==> src/rtl/rs_pkg.sv <==
package rs_pkg;
  localparam int unsigned DEF_DEPTH  = 8;
  localparam int unsigned DEF_DATA_W = 16;
  localparam int unsigned DEF_TAG_W  = 4;
  localparam int unsigned DEF_OP_W   = 4;
  localparam int unsigned DEF_SPEC_W = 4;

  function automatic int unsigned idx_width(int unsigned n);
    return (n <= 2) ? 1 : $clog2(n);
  endfunction
endpackage

==> src/rtl/rs_entry.sv <==
module rs_entry #(
  parameter int unsigned DATA_W     = 16,
  parameter int unsigned TAG_W      = 4,
  parameter int unsigned OP_W       = 4,
  parameter int unsigned SPEC_W     = 4,
  parameter int unsigned SPEC_IDX_W = 2
) (
  input  logic                  clk,
  input  logic                  rst,
  input  logic                  wr_en,
  input  logic [OP_W-1:0]       wr_op,
  input  logic                  wr_a_rdy,
  input  logic [DATA_W-1:0]     wr_a,
  input  logic                  wr_b_rdy,
  input  logic [DATA_W-1:0]     wr_b,
  input  logic [TAG_W-1:0]      wr_dst,
  input  logic [SPEC_W-1:0]     wr_spec,
  input  logic                  wake_valid,
  input  logic [TAG_W-1:0]      wake_tag,
  input  logic [DATA_W-1:0]     wake_data,
  input  logic                  kill_valid,
  input  logic [SPEC_IDX_W-1:0] kill_idx,
  input  logic                  clear_valid,
  input  logic [SPEC_IDX_W-1:0] clear_idx,
  input  logic                  issue_sel,
  output logic                  valid,
  output logic                  ready,
  output logic [OP_W-1:0]       op,
  output logic [DATA_W-1:0]     a,
  output logic [DATA_W-1:0]     b,
  output logic [TAG_W-1:0]      dst,
  output logic [SPEC_W-1:0]     spec
);
  logic valid_q, issued_q, a_rdy_q, b_rdy_q;
  logic [OP_W-1:0]   op_q;
  logic [DATA_W-1:0] a_q, b_q;
  logic [TAG_W-1:0]  dst_q;
  logic [SPEC_W-1:0] spec_q, kill_mask, clr_mask;
  logic kill_now, wr_killed, a_hit, b_hit, a_hit_wr, b_hit_wr;

  always_comb begin
    kill_mask = '0;
    clr_mask  = '0;
    if (kill_valid)  kill_mask[kill_idx]  = 1'b1;
    if (clear_valid) clr_mask[clear_idx]  = 1'b1;
  end

  assign kill_now  = valid_q && |(spec_q & kill_mask);
  assign wr_killed = |(wr_spec & kill_mask);
  assign a_hit     = !a_rdy_q && wake_valid && (a_q[TAG_W-1:0] == wake_tag);
  assign b_hit     = !b_rdy_q && wake_valid && (b_q[TAG_W-1:0] == wake_tag);
  assign a_hit_wr  = !wr_a_rdy && wake_valid && (wr_a[TAG_W-1:0] == wake_tag);
  assign b_hit_wr  = !wr_b_rdy && wake_valid && (wr_b[TAG_W-1:0] == wake_tag);

  // Control state: kill takes priority over release and issue marking.
  always_ff @(posedge clk) begin
    if (rst) begin
      valid_q  <= 1'b0;
      issued_q <= 1'b0;
      a_rdy_q  <= 1'b0;
      b_rdy_q  <= 1'b0;
      spec_q   <= '0;
    end else begin
      if (wr_en) begin
        valid_q  <= !wr_killed;
        issued_q <= 1'b0;
        a_rdy_q  <= wr_a_rdy || a_hit_wr;
        b_rdy_q  <= wr_b_rdy || b_hit_wr;
        spec_q   <= wr_spec & ~clr_mask;
      end else begin
        if (kill_now || (valid_q && issued_q)) valid_q <= 1'b0;
        else if (valid_q && issue_sel)         issued_q <= 1'b1;
        if (a_hit) a_rdy_q <= 1'b1;
        if (b_hit) b_rdy_q <= 1'b1;
        spec_q <= spec_q & ~clr_mask;
      end
    end
  end

  // Payload: plain write-enabled storage, no reset needed.
  always_ff @(posedge clk) begin
    if (wr_en) begin
      op_q  <= wr_op;
      dst_q <= wr_dst;
      a_q   <= a_hit_wr ? wake_data : wr_a;
      b_q   <= b_hit_wr ? wake_data : wr_b;
    end else begin
      if (a_hit) a_q <= wake_data;
      if (b_hit) b_q <= wake_data;
    end
  end

  assign valid = valid_q;
  assign ready = valid_q && !issued_q && a_rdy_q && b_rdy_q && !kill_now;
  assign op    = op_q;
  assign a     = a_q;
  assign b     = b_q;
  assign dst   = dst_q;
  assign spec  = spec_q;

  a_r8_free_after_issue: assert property (@(posedge clk) disable iff (rst)
    (valid_q && issued_q) |=> !valid_q);
  a_r9_kill_drops: assert property (@(posedge clk) disable iff (rst)
    kill_now |=> !valid_q);
  a_r10_tag_cleared: assert property (@(posedge clk) disable iff (rst)
    clear_valid |=> !spec_q[$past(clear_idx)]);
  a_r3_issue_needs_operands: assert property (@(posedge clk) disable iff (rst)
    $rose(issued_q) |-> $past(a_rdy_q && b_rdy_q));
endmodule

==> src/rtl/rs_age_select.sv <==
module rs_age_select #(
  parameter int unsigned DEPTH = 8
) (
  input  logic             clk,
  input  logic             rst,
  input  logic [DEPTH-1:0] alloc,
  input  logic [DEPTH-1:0] ready,
  output logic [DEPTH-1:0] grant
);
  // older_q[j][i] = 1 means slot j was written before slot i.
  logic [DEPTH-1:0] older_q [DEPTH];

  always_ff @(posedge clk) begin
    if (rst) begin
      for (int r = 0; r < DEPTH; r++) older_q[r] <= '0;
    end else begin
      for (int k = 0; k < DEPTH; k++) begin
        if (alloc[k]) begin
          for (int j = 0; j < DEPTH; j++) begin
            if (j != k) begin
              older_q[j][k] <= 1'b1;
              older_q[k][j] <= 1'b0;
            end
          end
        end
      end
    end
  end

  for (genvar i = 0; i < DEPTH; i++) begin : g_pick
    logic blocked;
    always_comb begin
      blocked = 1'b0;
      for (int j = 0; j < DEPTH; j++)
        if (ready[j] && older_q[j][i]) blocked = 1'b1;
      grant[i] = ready[i] && !blocked;
    end
  end

  a_r7_single_grant: assert property (@(posedge clk) disable iff (rst)
    $onehot0(grant));
endmodule

==> src/rtl/rs_alloc.sv <==
module rs_alloc #(
  parameter int unsigned DEPTH = 8
) (
  input  logic             req,
  input  logic [DEPTH-1:0] valid,
  output logic [DEPTH-1:0] alloc,
  output logic             full
);
  always_comb begin
    alloc = '0;
    for (int i = DEPTH - 1; i >= 0; i--) begin
      if (!valid[i]) begin
        alloc    = '0;
        alloc[i] = req;
      end
    end
  end

  assign full = &valid;
endmodule

==> src/rtl/rs_wakeup_station.sv <==
module rs_wakeup_station #(
  parameter int unsigned DEPTH  = rs_pkg::DEF_DEPTH,
  parameter int unsigned DATA_W = rs_pkg::DEF_DATA_W,
  parameter int unsigned TAG_W  = rs_pkg::DEF_TAG_W,
  parameter int unsigned OP_W   = rs_pkg::DEF_OP_W,
  parameter int unsigned SPEC_W = rs_pkg::DEF_SPEC_W,
  localparam int unsigned SPEC_IDX_W = rs_pkg::idx_width(SPEC_W)
) (
  input  logic                  clk,
  input  logic                  rst,
  input  logic                  disp_valid,
  input  logic [OP_W-1:0]       disp_op,
  input  logic                  disp_a_rdy,
  input  logic [DATA_W-1:0]     disp_a,
  input  logic                  disp_b_rdy,
  input  logic [DATA_W-1:0]     disp_b,
  input  logic [TAG_W-1:0]      disp_dst,
  input  logic [SPEC_W-1:0]     disp_spec,
  output logic                  full,
  input  logic                  wake_valid,
  input  logic [TAG_W-1:0]      wake_tag,
  input  logic [DATA_W-1:0]     wake_data,
  input  logic                  kill_valid,
  input  logic [SPEC_IDX_W-1:0] kill_idx,
  input  logic                  clear_valid,
  input  logic [SPEC_IDX_W-1:0] clear_idx,
  output logic                  iss_valid,
  output logic [OP_W-1:0]       iss_op,
  output logic [DATA_W-1:0]     iss_a,
  output logic [DATA_W-1:0]     iss_b,
  output logic [TAG_W-1:0]      iss_dst,
  output logic [SPEC_W-1:0]     iss_spec
);
  logic [DEPTH-1:0]  e_valid, e_ready, alloc, grant;
  logic [OP_W-1:0]   e_op   [DEPTH];
  logic [DATA_W-1:0] e_a    [DEPTH];
  logic [DATA_W-1:0] e_b    [DEPTH];
  logic [TAG_W-1:0]  e_dst  [DEPTH];
  logic [SPEC_W-1:0] e_spec [DEPTH];

  rs_alloc #(.DEPTH(DEPTH)) u_alloc (
    .req(disp_valid), .valid(e_valid), .alloc(alloc), .full(full)
  );

  rs_age_select #(.DEPTH(DEPTH)) u_age (
    .clk(clk), .rst(rst), .alloc(alloc), .ready(e_ready), .grant(grant)
  );

  for (genvar g = 0; g < DEPTH; g++) begin : g_slot
    rs_entry #(
      .DATA_W(DATA_W), .TAG_W(TAG_W), .OP_W(OP_W),
      .SPEC_W(SPEC_W), .SPEC_IDX_W(SPEC_IDX_W)
    ) u_entry (
      .clk(clk), .rst(rst),
      .wr_en(alloc[g]), .wr_op(disp_op),
      .wr_a_rdy(disp_a_rdy), .wr_a(disp_a),
      .wr_b_rdy(disp_b_rdy), .wr_b(disp_b),
      .wr_dst(disp_dst), .wr_spec(disp_spec),
      .wake_valid(wake_valid), .wake_tag(wake_tag), .wake_data(wake_data),
      .kill_valid(kill_valid), .kill_idx(kill_idx),
      .clear_valid(clear_valid), .clear_idx(clear_idx),
      .issue_sel(grant[g]),
      .valid(e_valid[g]), .ready(e_ready[g]),
      .op(e_op[g]), .a(e_a[g]), .b(e_b[g]), .dst(e_dst[g]), .spec(e_spec[g])
    );
  end

  logic [OP_W-1:0]   m_op;
  logic [DATA_W-1:0] m_a, m_b;
  logic [TAG_W-1:0]  m_dst;
  logic [SPEC_W-1:0] m_spec, clr_mask;

  always_comb begin
    m_op = '0; m_a = '0; m_b = '0; m_dst = '0; m_spec = '0;
    for (int i = 0; i < DEPTH; i++) begin
      if (grant[i]) begin
        m_op   |= e_op[i];
        m_a    |= e_a[i];
        m_b    |= e_b[i];
        m_dst  |= e_dst[i];
        m_spec |= e_spec[i];
      end
    end
    clr_mask = '0;
    if (clear_valid) clr_mask[clear_idx] = 1'b1;
  end

  always_ff @(posedge clk) begin
    if (rst) begin
      iss_valid <= 1'b0;
      iss_op    <= '0;
      iss_a     <= '0;
      iss_b     <= '0;
      iss_dst   <= '0;
      iss_spec  <= '0;
    end else begin
      iss_valid <= |grant;
      if (|grant) begin
        iss_op   <= m_op;
        iss_a    <= m_a;
        iss_b    <= m_b;
        iss_dst  <= m_dst;
        iss_spec <= m_spec & ~clr_mask;
      end
    end
  end

  a_r2_no_write_when_full: assert property (@(posedge clk) disable iff (rst)
    full |-> (alloc == '0));
  a_r10_issue_spec_clean: assert property (@(posedge clk) disable iff (rst)
    (clear_valid && |grant) |=> !iss_spec[$past(clear_idx)]);
endmodule

==> config.mk <==
export PLATFORM = sky130hd
export DESIGN_NAME = rs_wakeup_station
export DESIGN_NICKNAME = d
export VERILOG_FILES = /design/src/rtl/rs_pkg.sv /design/src/rtl/rs_entry.sv /design/src/rtl/rs_age_select.sv /design/src/rtl/rs_alloc.sv /design/src/rtl/rs_wakeup_station.sv
export SDC_FILE = /design/constraint.sdc
export NUM_CORES = 1
export LEC_CHECK = 0
export BUFFER_PORTS_ARGS = -buffer_cell sky130_fd_sc_hd__buf_4
export CAP_MARGIN = 25
export CORE_MARGIN = 5
export CORE_UTILIZATION = 65
export DETAILED_ROUTE_END_ITERATION = 10
export PLACE_DENSITY = 0.84
export RECOVER_POWER = 50
export SLEW_MARGIN = 20
export SYNTH_ARGS = -nofsm -noshare
export SYNTH_HDL_FRONTEND = slang
export SYNTH_SLANG_ARGS = --single-unit
==> constraint.sdc <==
create_clock -name clk -period 8.65 [get_ports clk]
set_input_delay 0.865 -clock clk [delete_from_list [all_inputs] [get_ports clk]]
set_output_delay 0.865 -clock clk [all_outputs]
set_load 0.1 [all_outputs]
==> results.toml, run 1 <==
[flow_run]
max-cap-violations = 5

[worst_hold_path]
hp-class = "register to register"
min_from = "iss_spec[0]"
min_delay_path_depth = 1
holdPathEnd = "iss_spec[0]"

[clock_tree]
cts_buffers = 49
cts.sinks = 485
cts.clk_slew.worst_paths_ns = 0.06
ctsHtreeMaxLevel = 2
ctsResizeCount = 0
post_cts_buffers = 0
clock_path_buffers = 3
clock_latency_ns = 0.57
cts_hold_buf = 0
cts-root-buf = "clkbuf_16"
cts_tree = "built"

[worst_setup_path]
path_cells = "clkbuf_1 -> nand3_1 -> or4_1 -> clkbuf_1 -> clkinv_1 -> nor2_1 -> nand2_1 -> nor2_1 -> nor2_1"
critPathRequiredTime_ns = 8.93
ff2ff_path_depth = 8
crit_slowest_cell = "clkinv_1"
start_kind = "input pin"
worstSetupEndpointType = "register"
path_max_fanout = 19
crit_top_cell = "nor2_1"
critPathBufInv = 3
timing.rr.end = "u_age.older_q[3][0]"
crit_type = "input pin to register"
path_delay_family = "simple AND/OR/NAND/NOR gates"
reg2reg_from = "g_slot[0].u_entry.valid"
r2r_slack_ns = 3.77
crit_arrival_ns = 5.18
cp_slowest_stage_delay_ns = 0.88

[logic_synthesis]
synthesis.area_per_instance_um2 = 13.24
yosysMostFrequentCell = "edfxtp_1"
synth_area_um2 = 22080
ys_ff_latch = 485
synth_cells = 1668
synth_commonest_cells = "edfxtp_1 (363), mux2_2 (258), dfxtp_1 (122)"
yosysSeqAreaShare = 0.6043
synth_area_leaders = "edfxtp_1 (49%), mux2_2 (13%), dfxtp_1 (11%)"
synth_nets = 1744
synthArstFlopShare = 0
yosys_warnings = 0
synth_top_cell_by_area = "edfxtp_1"
synth_top_flop_cell = "edfxtp_1"
yosysTopAreaCellShare = 0.4937
synth_edf_count = 363
ys_types = 60

[finish]
nets = 1834
fin_area_um2 = 24640
multi_input_area_um2 = 8044
seq_area_um2 = 13340
drive_gt1_frac = 0.2599
fin_util = 0.7347
syn_to_final_growth_pct = 11.58
nFillCells = 2215

[route]
drtIter0Drc = 2117
wirelength_um = 65090
drcViolationCount = 0
ant_nets = 0
avgRoutedWirePerCell_um = 28.95
routed_via_density = 7.101
vias = 15960
drt_first_pass_iters = 6

[floorplanning]
initial_utilization = 0.6585
ios = 122
rows = 67
die-height_um = 194.3
fp.dieW_um = 194.3
core_um2 = 33530
dieArea_um2 = 37760

[sta]
finalSetupTns_ns = 0
fin_crit_sh = 0.5668
tightestPinTransition_ns = 3.174
fmax_mhz = 204.0
timing.final.hold_violations = 0
final.setup.worst_slack_ns = 3.747
min_period_ns = 4.903
finalSetupViolCount = 0
rsz0062_at_grt = "false"
skew_ns = 0.01046
final-max-slew-violation-count = 120
relSlewSlack = -1.116

[place]
globalplace.congestion = 0.9295
portBuffers = 121
dp_hpwl_um = 41060
place_area_um2 = 23530
preCtsSetupSlack_ns = 3.784

[global_route]
grt_pass1_vias = 15870
gr-total-overflow = 0
grt_use_total = 0.3356
antenna_found_initial = 2
grt_max_degree = 71
grt_pass1_wl_um = 97790

[power]
ir_drop_mv = 0.1776
leakage_nw = 8.164
power_per_cell_area_nw_per_um2 = 201.2

[run_status]
outcome = "finished with violations"
violations = "capacitance limit, slew limit"
## registers in the layout, indices dropped and copies added (netlist names), 8 cells and up
| register | flops |
|---|---|
| g_slot.u_entry.a | 128 |
| g_slot.u_entry.a_rdy_q | 8 |
| g_slot.u_entry.b | 128 |
| g_slot.u_entry.b_rdy_q | 8 |
| g_slot.u_entry.dst | 32 |
| g_slot.u_entry.issued_q | 8 |
| g_slot.u_entry.op | 32 |
| g_slot.u_entry.spec | 32 |
| g_slot.u_entry.valid | 8 |
| iss_a | 16 |
| iss_b | 16 |
| u_age.older_q | 56 |
## layout by cell type, fill, tap and decap left out, drive strengths merged, types with 47 or more instances in the layout
cell and instances:
a221oi 86, nand2 106, mux2 259, edfxtp 363, clkbuf 149, xnor2 50
a22o 83, nor2 85, dfxtp 122, buf 99, a21oi 47, nand3 60
## area by class of cell
type	count	share of cell area
antenna	3	0.0003047
clock buffer	66	0.05403
clock inverter	24	0.007313
inverter	22	0.003352
multi-input combinational	1018	0.3265
sequential	485	0.5416
tap	448	0.02275
timing repair buffer	182	0.04418
## stage by stage
step                cells  power (W)  hold slack (ns)
CTS                  2244   0.004963           0.4556
detailed placement   2154   0.002980           0.4416
global placement     2149   0.002963           0.4366
finish               2248   0.004957           0.4514
floorplan            1668   0.002842           0.4264
global route         2247   0.005073           0.4813
## power breakdown
group	total (W)	internal, W	switching (W)
Clock	0.00202	0.00114	0.000879
Combinational	0.000331	0.000125	0.000207
Sequential	0.00260	0.00257	0.0000306
Total	0.00496	0.00384	0.00112
## kinds of logic after synthesis
group	share of synthesized area
flip-flops	0.6043
AND/OR/NAND/NOR	0.06539
buffers and inverters	0.03405
AO/OA/AOI/OAI	0.1337
multiplexers	0.1364
XOR/XNOR	0.02618
## worst max path at each step
| stage | startpoint | depth (start not counted) | to | slack [ns] |
|---|---|---|---|---|
| 6_report | disp_valid | 9 | u_age.older_q[3][0] | 3.75 |
| 4_1_cts | kill_idx[0] | 11 | iss_spec[3] | 4.41 |
| 3_5_place_dp | kill_idx[0] | 11 | iss_spec[2] | 3.78 |
| 2_1_floorplan | wake_tag[2] | 5 | g_slot[1].u_entry.a[0] | 4.44 |
| 5_1_grt | disp_valid | 10 | g_slot[4].u_entry.spec[3] | 3.57 |
| 3_3_place_gp | kill_idx[0] | 11 | iss_spec[3] | 3.99 |
## routing by layer
| layer | track usage | part of all wire | vias to the layer above | wire [um] |
|---|---|---|---|---|
| li1 | - | - | 6698 | - |
| met2 | 0.5454 | 0.48 | 1207 | 31040 |
| met1 | 0.4490 | 0.36 | 7831 | 23540 |
| met3 | 0.06458 | 0.12 | 227 | 7540 |
| met4 | 0.1393 | 0.046 | 0 | 2968 |
| met5 | 0 | 0 | - | 0 |
No activity file was read; power rests on OpenSTA's default activity.
==> run 2: changes to the inputs <==
Settings changed: CORE_UTILIZATION 65 to 61, PLACE_DENSITY 0.84 to 0.8.
Clock period 8.65 ns to 5.1 ns, I/O delays scaled along.
==> results.toml, run 2 (synthesized netlist as in run 1, its figures left out) <==
[floorplanning]
ios = 122
dieArea_um2 = 40100
core_um2 = 35660
fp.dieW_um = 200.3
die-height_um = 200.3
initial_utilization = 0.6193
rows = 69

[sta]
finalSetupViolCount = 0
final.setup.worst_slack_ns = 1.343
timing.final.hold_violations = 0
relSlewSlack = -0.04395
final-max-slew-violation-count = 50
min_period_ns = 3.757
fmax_mhz = 266.2
fin_crit_sh = 0.7367
rsz0062_at_grt = "false"
tightestPinTransition_ns = 1.566
skew_ns = 0.01708
finalSetupTns_ns = 0

[power]
p_sw_w = 0.001942
power_per_cell_area_nw_per_um2 = 344.7
p_clk_frac = 0.418
pwr-share-comb = 0.065
ir_drop_mv = 0.3029
leakage_nw = 8.244
power.share.switching = 0.2273
internal-power_w = 0.006599
seq_power_share = 0.517

[route]
drcViolationCount = 0
ant_nets = 0
routed_via_density = 7.033
avgRoutedWirePerCell_um = 29.50
wirelength_um = 67010
vias = 15970
drt_first_pass_iters = 6
drtIter0Drc = 1892

[finish]
final_cell_mix = "edfxtp_1 (363), mux2_2 (258), dfxtp_1 (122)"
nets = 1845
nFillCells = 2486
fin_cells = 2271
syn_to_final_growth_pct = 12.21
mostFrequentLayoutCell = "edfxtp_1"
drive_gt1_frac = 0.2615

[clock_tree]
clock_latency_ns = 0.60
post_cts_buffers = 0
cts.clk_slew.worst_paths_ns = 0.06
clock_path_buffers = 3
ctsHtreeMaxLevel = 2
ctsResizeCount = 0
cts_tree = "built"
cts-root-buf = "clkbuf_16"
cts_buffers = 49
cts_hold_buf = 0
cts.sinks = 485

[worst_setup_path]
crit_type = "input pin to register"
crit_top_cell = "clkbuf_1"
worstSetupEndpointType = "register"
path_max_fanout = 17
crit_slowest_cell = "clkbuf_1"
crit_arrival_ns = 4.10
start_kind = "input pin"
path_cells = "clkbuf_1 -> inv_1 -> o22ai_1 -> a2111oi_0 -> and3_1 -> nor2_1 -> clkbuf_1 -> mux2_2"
critPathRequiredTime_ns = 5.44
cp_slowest_stage_delay_ns = 1.15

[global_route]
antenna_found_initial = 2
grt_pass1_vias = 15900
grt_use_total = 0.3232
grt_pass1_wl_um = 99930
grt_max_degree = 75
gr-total-overflow = 0

[place]
preCtsSetupSlack_ns = 1.368
globalplace.congestion = 0.9129
portBuffers = 121
dp.cells = 2179
dp_hpwl_um = 40920

[run_status]
outcome = "finished with violations"
violations = "capacitance limit, slew limit"

[worst_hold_path]
hp-class = "input pin to register"

[flow_run]
max-cap-violations = 3
[run 2: cell count changes in the layout (fill, tap and decap cells not counted), moves of 3 or more]
cell      delta
buf_4       +12
clkbuf_1     -3
clkbuf_8     +3
clkinv_1     +6
clkinv_2     -3
nor2_1       +5
nor2_2       -4
[run 2: worst paths after layout]
path         cells after the start                         to  slack (ns)               startpoint
max reg2reg                      5    g_slot[3].u_entry.b[14]        1.60  g_slot[0].u_entry.valid
min                              2  g_slot[4].u_entry.spec[3]        0.13             clear_idx[0]
max                              8    g_slot[0].u_entry.a[11]        1.34              wake_tag[3]
min reg2reg                      1                iss_spec[1]        0.47              iss_spec[1]
[run 2: layout make-up]
type                       instances  area [um^2]  area share
timing repair buffer             193         1150     0.04641
sequential                       485        13340      0.5385
clock inverter                    28        231.5    0.009342
antenna                            1        2.502   0.0001010
inverter                          22        82.58    0.003333
tap                              461        576.8     0.02328
clock buffer                      63         1350     0.05449
multi-input combinational       1018         8041      0.3245
[run 2: power by group through the flow]
stage	clock (W)	sequential [W]	combinational, W
final	0.00357	0.00441	0.000557
after global placement	0	0.00449	0.000542
after CTS	0.00357	0.00441	0.000566
after detailed placement	0	0.00450	0.000561
after floorplan	0	0.00450	0.000323
after global routing	0.00374	0.00442	0.000588
[run 2: stage by stage]
| stage | cell area (um^2) | util | hold WS (ns) | total power (W) |
|---|---|---|---|---|
| floorplan | 22080 | - | 0.4264 | 0.004821 |
| global placement | 23590 | 0.6615 | 0.4397 | 0.005032 |
| detailed placement | 23600 | 0.6620 | 0.4468 | 0.005057 |
| CTS | 25180 | 0.7063 | 0.1228 | 0.008551 |
| global route | 24780 | 0.6949 | 0.1332 | 0.008751 |
| finish | 24780 | 0.6949 | 0.1322 | 0.008540 |
[run 2: worst max-delay path: cells and delay by family]
family | cells | cell delay [ns]
buffers and inverters | 3 | 2.39
muxes | 1 | 0.45
and+or+nand+nor | 2 | 0.43
AOI/OAI and AO/OA | 2 | 0.29
[run 2: layer usage]
metal	up-vias	routed length [um]	part of all wire	track usage
li1	6725	-	-	-
met1	7875	24290	0.36	0.4265
met2	1153	31830	0.48	0.5318
met3	217	8078	0.12	0.06695
met4	2	2791	0.042	0.1271
met5	-	13	0.00019	0
